<file path="src/rtl/gpf_pkg.sv">
package gpf_pkg;
    parameter int RUN_W = 4;

    typedef struct packed {
        logic             meta;
        logic             sync;
        logic             level;
        logic [RUN_W-1:0] run;
    } filt_st_t;
endpackage

</file>
<file path="src/rtl/gpf_tick.sv">
module gpf_tick #(
    parameter int CNT_W = 16
) (
    input  logic             clk,
    input  logic             rst_n,
    output logic [CNT_W-1:0] tick
);
    logic [CNT_W-1:0] cnt_d, cnt_q;

    always_comb begin
        cnt_d = cnt_q + CNT_W'(1);
    end

    always_ff @(posedge clk or negedge rst_n) begin
        if (!rst_n) cnt_q <= '0;
        else        cnt_q <= cnt_d;
    end

    // bit b has just risen when it is set and every lower bit is clear
    for (genvar b = 0; b < CNT_W; b++) begin : g_tick
        localparam logic [CNT_W-1:0] LOW = (CNT_W'(1) << b) - CNT_W'(1);
        assign tick[b] = cnt_q[b] && ((cnt_q & LOW) == '0);
    end
endmodule

</file>
<file path="src/rtl/gpf_pin_filter.sv">
module gpf_pin_filter
    import gpf_pkg::*;
#(
    parameter int TICK_W = 16,
    localparam int SEL_W = $clog2(TICK_W)
) (
    input  logic              clk,
    input  logic              rst_n,
    input  logic              pad,
    input  logic              invert,
    input  logic [SEL_W-1:0]  rate_sel,
    input  logic [RUN_W-1:0]  run_len,
    input  logic [TICK_W-1:0] tick,
    output logic              strobe,
    output logic              level_q,
    output logic              level_d
);
    filt_st_t st_d, st_q;
    logic     smp;

    always_comb begin
        strobe  = tick[rate_sel];
        smp     = st_q.sync ^ invert;
        st_d    = st_q;
        st_d.meta = pad;
        st_d.sync = st_q.meta;
        if (strobe) begin
            if (smp == st_q.level) begin
                st_d.run = '0;
            end else if (st_q.run >= run_len) begin
                st_d.level = smp;
                st_d.run   = '0;
            end else begin
                st_d.run = st_q.run + RUN_W'(1);
            end
        end
        level_d = st_d.level;
        level_q = st_q.level;
    end

    always_ff @(posedge clk or negedge rst_n) begin
        if (!rst_n) st_q <= '0;
        else        st_q <= st_d;
    end
endmodule

</file>
<file path="src/rtl/gpf_irq.sv">
module gpf_irq #(
    parameter int N = 16
) (
    input  logic         clk,
    input  logic         rst_n,
    input  logic [N-1:0] lvl_q,
    input  logic [N-1:0] lvl_d,
    input  logic [N-1:0] en,
    input  logic [N-1:0] edge_mode,
    input  logic         clr_we,
    input  logic [N-1:0] clr_mask,
    output logic [N-1:0] latch,
    output logic [N-1:0] src,
    output logic         any
);
    logic [N-1:0] latch_d, latch_q, wipe, rise;

    always_comb begin
        wipe    = clr_we ? clr_mask : '0;
        rise    = lvl_d & ~lvl_q;
        // a fresh edge wins over a clear in the same cycle
        latch_d = (latch_q & ~wipe) | rise;
        src     = en & ((edge_mode & latch_q) | (~edge_mode & lvl_q));
        any     = |src;
        latch   = latch_q;
    end

    always_ff @(posedge clk or negedge rst_n) begin
        if (!rst_n) latch_q <= '0;
        else        latch_q <= latch_d;
    end
endmodule

</file>
<file path="src/rtl/gpio_in_filter.sv">
module gpio_in_filter
    import gpf_pkg::*;
#(
    parameter int NUM_PINS = 24,
    parameter int NUM_IRQ  = 16,
    parameter int CNT_W    = 16,
    localparam int SEL_W   = $clog2(CNT_W)
) (
    input  logic                      clk,
    input  logic                      rst_n,
    input  logic [NUM_PINS-1:0]       pad_in,
    input  logic [NUM_PINS-1:0]       cfg_invert,
    input  logic [NUM_PINS*SEL_W-1:0] cfg_rate_sel,
    input  logic [NUM_PINS*RUN_W-1:0] cfg_run_len,
    input  logic [NUM_IRQ-1:0]        cfg_irq_en,
    input  logic [NUM_IRQ-1:0]        cfg_irq_edge,
    input  logic                      clr_we,
    input  logic [NUM_IRQ-1:0]        clr_mask,
    output logic [NUM_PINS-1:0]       pin_state,
    output logic [NUM_IRQ-1:0]        irq_src,
    output logic                      irq_out
);
    logic [CNT_W-1:0]    tick;
    logic [NUM_PINS-1:0] pin_strobe;
    logic [NUM_PINS-1:0] lvl_next;
    logic [NUM_IRQ-1:0]  irq_latch;

    gpf_tick #(.CNT_W(CNT_W)) u_tick (
        .clk  (clk),
        .rst_n(rst_n),
        .tick (tick)
    );

    for (genvar i = 0; i < NUM_PINS; i++) begin : g_pin
        gpf_pin_filter #(.TICK_W(CNT_W)) u_filt (
            .clk     (clk),
            .rst_n   (rst_n),
            .pad     (pad_in[i]),
            .invert  (cfg_invert[i]),
            .rate_sel(cfg_rate_sel[i*SEL_W +: SEL_W]),
            .run_len (cfg_run_len[i*RUN_W +: RUN_W]),
            .tick    (tick),
            .strobe  (pin_strobe[i]),
            .level_q (pin_state[i]),
            .level_d (lvl_next[i])
        );
    end

    gpf_irq #(.N(NUM_IRQ)) u_irq (
        .clk      (clk),
        .rst_n    (rst_n),
        .lvl_q    (pin_state[NUM_IRQ-1:0]),
        .lvl_d    (lvl_next[NUM_IRQ-1:0]),
        .en       (cfg_irq_en),
        .edge_mode(cfg_irq_edge),
        .clr_we   (clr_we),
        .clr_mask (clr_mask),
        .latch    (irq_latch),
        .src      (irq_src),
        .any      (irq_out)
    );
endmodule

</file>
<file path="config.mk">
export PLATFORM = sky130hd
export DESIGN_NAME = gpio_in_filter
export DESIGN_NICKNAME = d
export VERILOG_FILES = /design/src/rtl/gpf_pkg.sv /design/src/rtl/gpf_tick.sv /design/src/rtl/gpf_pin_filter.sv /design/src/rtl/gpf_irq.sv /design/src/rtl/gpio_in_filter.sv
export SDC_FILE = /design/constraint.sdc
export NUM_CORES = 1
export LEC_CHECK = 0
export BUFFER_PORTS_ARGS = -buffer_cell sky130_fd_sc_hd__buf_2
export CAP_MARGIN = 30
export CORE_ASPECT_RATIO = 1.75
export CORE_UTILIZATION = 40
export CTS_BUF_LIST = sky130_fd_sc_hd__clkbuf_4 sky130_fd_sc_hd__clkbuf_8
export DETAILED_ROUTE_END_ITERATION = 6
export PLACE_DENSITY = 0.64
export SYNTH_ARGS = -nofsm -noshare
export SYNTH_HDL_FRONTEND = slang
export SYNTH_SLANG_ARGS = --single-unit
</file>
<file path="constraint.sdc">
create_clock -name clk -period 3.16 [get_ports clk]
set_clock_uncertainty 0.15 [all_clocks]
set_input_delay 0.632 -clock clk [delete_from_list [all_inputs] [get_ports clk]]
set_output_delay 0.632 -clock clk [all_outputs]
set_load 0.01 [all_outputs]
</file>
==> results.md <==
* Hold Crit Class: primary input to flip-flop
* Arr. time, crit path at 2.76 ns
* GRT Total Usage at 25.4%
* Run status: complete, but fails checks
* Syn Inst Count at 1931
* Initial antenna violation count at 25
* CTS sink cnt at 200
* Post-DRT Antenna Nets at 0
* I/O Pins at 332
* Drt first-iter violations at 919
* Met2 Use GR at 46.5%
* Setup repair after global routing missed its margin: true
* Layout area overhead at 19.8%
* Peak supply drop at 0.263 mV
* Gpl congestion at 0.920
* Filler cells at 3838
* Fin. Hold Viols at 0
* Syn avg cell area at 8.34 um2
* Kind of critical path: flip-flop to output port
* Drt total wl at 52700 um
* Core footprint at 39400 um2
* CP Capture Type: output port
* Crit-path max cell delay at 0.52 ns
* Max_slew headroom at 56.4%
* Gr busiest metal: met2
* Synth unique cells at 95
* DIE HEIGHT at 267 um
* Max frequency at 282 MHz
* Port bufs at 331
* Clk pin slew, worst setup/hold paths at 0.12 ns
* Wirelength per Cell at 18.9 um
* Clock latency on the worst-skew pair at 0.52 ns
* Post-synth EDFFs at 0
* Final worst setup slack at -0.380 ns
* Via density at 5.65
* Synth Cell Area at 16100 um2
* Largest net degree at the start of global routing at 63
* Cell area power density at 459 nW/um2
* Crit path max fanout at 2
* CP max-delay cell: or4_4
* Final Max Slew Viols at 0
* FFs w/ async S/R, synth at 100%
* Die W at 154 um
* Static Leakage at 0.00930 uW
* Worst setup SP type: flip-flop
* Maximum clock insertion buffer count at 2
* Pin slew with the least headroom to its limit at 0.653 ns
* Final design utilization at 49.0%
* Top FF cell, synth: dfrtp_1
* Vias in the first global route at 15738
* Yosys reg bits at 200
* Violated checks: setup timing
* Sequential-to-total area share from yosys stat at 31.1%
* Worst path cell trace: mux2i_2 -> nor2b_4 -> or4_4 -> or4_4 -> or4_4 -> buf_6
* Vias at 15794
* Met3 usage at 3.90%
* Nets at 2680
* Detailed-router iteration count before antenna repair at 5
* CP bufs+invs at 1
* Layout Cells excl Fill at 2793
* Placed cells at 2729
* GR met1 Demand/Resource at 26.2%
* Grt total ovfl at 0
* Max Cap Viol at 0
* DIE AREA at 41100 um2
* # setup viols final at 1
* CTS tree: yes
* Initial core utilization at 40.9%
* CTS H-tree lvls at 4
* Syn_nets at 2345
* DRC at 0
* Share of cells above drive strength 1 at 24.7%
* Worst path most repeated cell: or4_4
* Root Driver: clkbuf_8
* # rows at 96
* Tcrit/Tclk final at 112%
* Hpwl dp at 41200 um
* Ys Warns at 0
* Worst EP required at 2.38 ns
* Global-route wire length before repair at 81000 um
* Total CTS buffers at 17
* Min Tclk post-route at 3.54 ns
* CP top delay family: simple AND/OR/NAND/NOR gates
-- flip-flops by register name (all words and copies together) (netlist names) --
name / count
g_pin.u_filt.st_d: 24
g_pin.u_filt.st_q: 120
u_tick.cnt_q: 16
u_irq.latch: 16
g_pin.u_filt.level_q: 24
-- where the power goes --
group          leakage, uW  internal [uW]  switching (uW)
Combinational      0.00653           1610            1800
Sequential         0.00257           3100             575
Clock             0.000199            733            1060
-- cell families (layout without fill, tap and decap cells) --
group / count (synthesis) / count (layout) / share of synthesized area [%]
buffers and inverters: 297 / 645 / 7.75
multiplexers: 76 / 76 / 5.60
adder cells (fa/ha/maj): 123 / 123 / 9.55
other: 0 / 24 / 0
AO/OA/AOI/OAI: 509 / 509 / 20.7
AND/OR/NAND/NOR: 672 / 672 / 22.4
flip-flops: 200 / 200 / 31.1
XOR/XNOR: 54 / 54 / 2.94
-- cell usage in the layout (no fill, tap or decap), types with 8 or more instances in the layout --
cell type  Yosys  final
mux2_2        18     18
nor2b_1       54     52
o211a_1        8      8
o22ai_1       12     12
or2_1          8      8
buf_12         0      9
a211oi_1      20     20
a21oi_1       91     91
xor2_1        24     24
o211ai_1      11     11
o2111ai_1     13     13
and3_1        23     23
a21o_1         8      8
o21ai_0      171    171
buf_2         19    329
clkbuf_8       0     18
inv_1        166    165
ha_1         123    122
nor3_1        16     16
xnor2_1       30     30
a311oi_1       9      9
or2_2         17     17
nand3b_1      14     14
nor2_1       114    114
nand2_1      160    160
buf_4         27    103
diode_2        0     24
nand3_1      105    103
a31oi_1       25     25
mux4_2         9      9
o31ai_1       44     44
nand2b_1      76     76
mux2i_1       47     46
nor3b_1       18     18
dfrtp_1      200    200
-- repair_timing --
item,CTS,global route
buffers inserted,3,4
gates resized for setup,9,11
pin swaps,2,5
hold buffers,1,0
endpoints found under the hold margin,58,0
setup endpoints to repair,2,44
-- metrics by stage --
| stage | hold WS [ns] | setup TNS [ns] | setup slack, ns | instance area [um2] | total power (uW) |
|---|---|---|---|---|---|
| after floorplan | 0.181 | 0 | 0.0167 | 16100 | 6080 |
| after global placement | 0.182 | -0.279 | -0.279 | 18700 | 6920 |
| after detailed placement | 0.185 | -0.356 | -0.307 | 18700 | 7120 |
| after CTS | 0.00789 | -0.442 | -0.442 | 19100 | 8960 |
| after global routing | 0.0205 | -0.448 | -0.448 | 19300 | 9610 |
| final | 0.0551 | -0.380 | -0.380 | 19300 | 8870 |
-- layout make-up --
type                            count  area [um2]  share of cell area, %
Multi-Input combinational cell   1434        9930                   51.4
Sequential cell                   200        5000                   25.9
Timing Repair Buffer              446        2660                   13.8
Inverter                          167         631                   3.27
Tap cell                          490         613                   3.18
Clock buffer                       18         241                   1.25
Clock inverter                     14         161                  0.836
Antenna cell                       24        60.1                  0.311
-- cells in the mapped netlist, drive strengths merged, types with 25 or more instances --
cell,number,area (um2)
a21oi,91,455
a31oi,25,156
buf,64,373
clkbuf,66,249
dfrtp,200,5000
ha,123,1540
inv,166,623
mux2i,47,470
nand2,161,607
nand2b,77,489
nand3,105,526
nor2,115,434
nor2b,54,338
o21ai,173,870
o31ai,44,330
or2,25,156
xnor2,30,263
-- worst paths after layout --
kind | depth (start not counted) | start | to | slack (ns)
setup / recovery | 6 | g_pin[5].u_filt.level_q$_DFF_PN0_ | irq_out | -0.38
hold / removal | 1 | pad_in[15] | g_pin[15].u_filt.st_d[5]$_DFF_PN0_ | 0.06
setup reg to reg | 11 | u_tick.cnt_q[0]$_DFF_PN0_ | g_pin[13].u_filt.level_q$_DFF_PN0_ | 0.15
hold reg to reg | 0 | g_pin[3].u_filt.st_d[5]$_DFF_PN0_ | g_pin[3].u_filt.st_q[5]$_DFF_PN0_ | 0.21
max in group asynchronous | 3 | rst_n | g_pin[9].u_filt.level_q$_DFF_PN0_ | 1.58
min in group asynchronous | 2 | rst_n | g_pin[14].u_filt.st_q[5]$_DFF_PN0_ | 0.50
-- per-layer routing --
metal / up-vias / wire length, um
met5: - / 27
met4: 4 / 3170
met3: 164 / 2430
met2: 547 / 27500
met1: 7519 / 19600
li1: 7560 / -
-- worst register-to-register path, cell delays in order (launching register included) --
cell and delay (ns):
dfrtp_1 0.40, inv_1 0.11, ha_4 0.18, or4b_4 0.59
nor2_4 0.21, buf_4 0.17, buf_4 0.19, o32ai_1 0.11
nor4_2 0.22, buf_4 0.18, nand2_1 0.08, mux2_1 0.32
(Power assumes the default switching activity.)
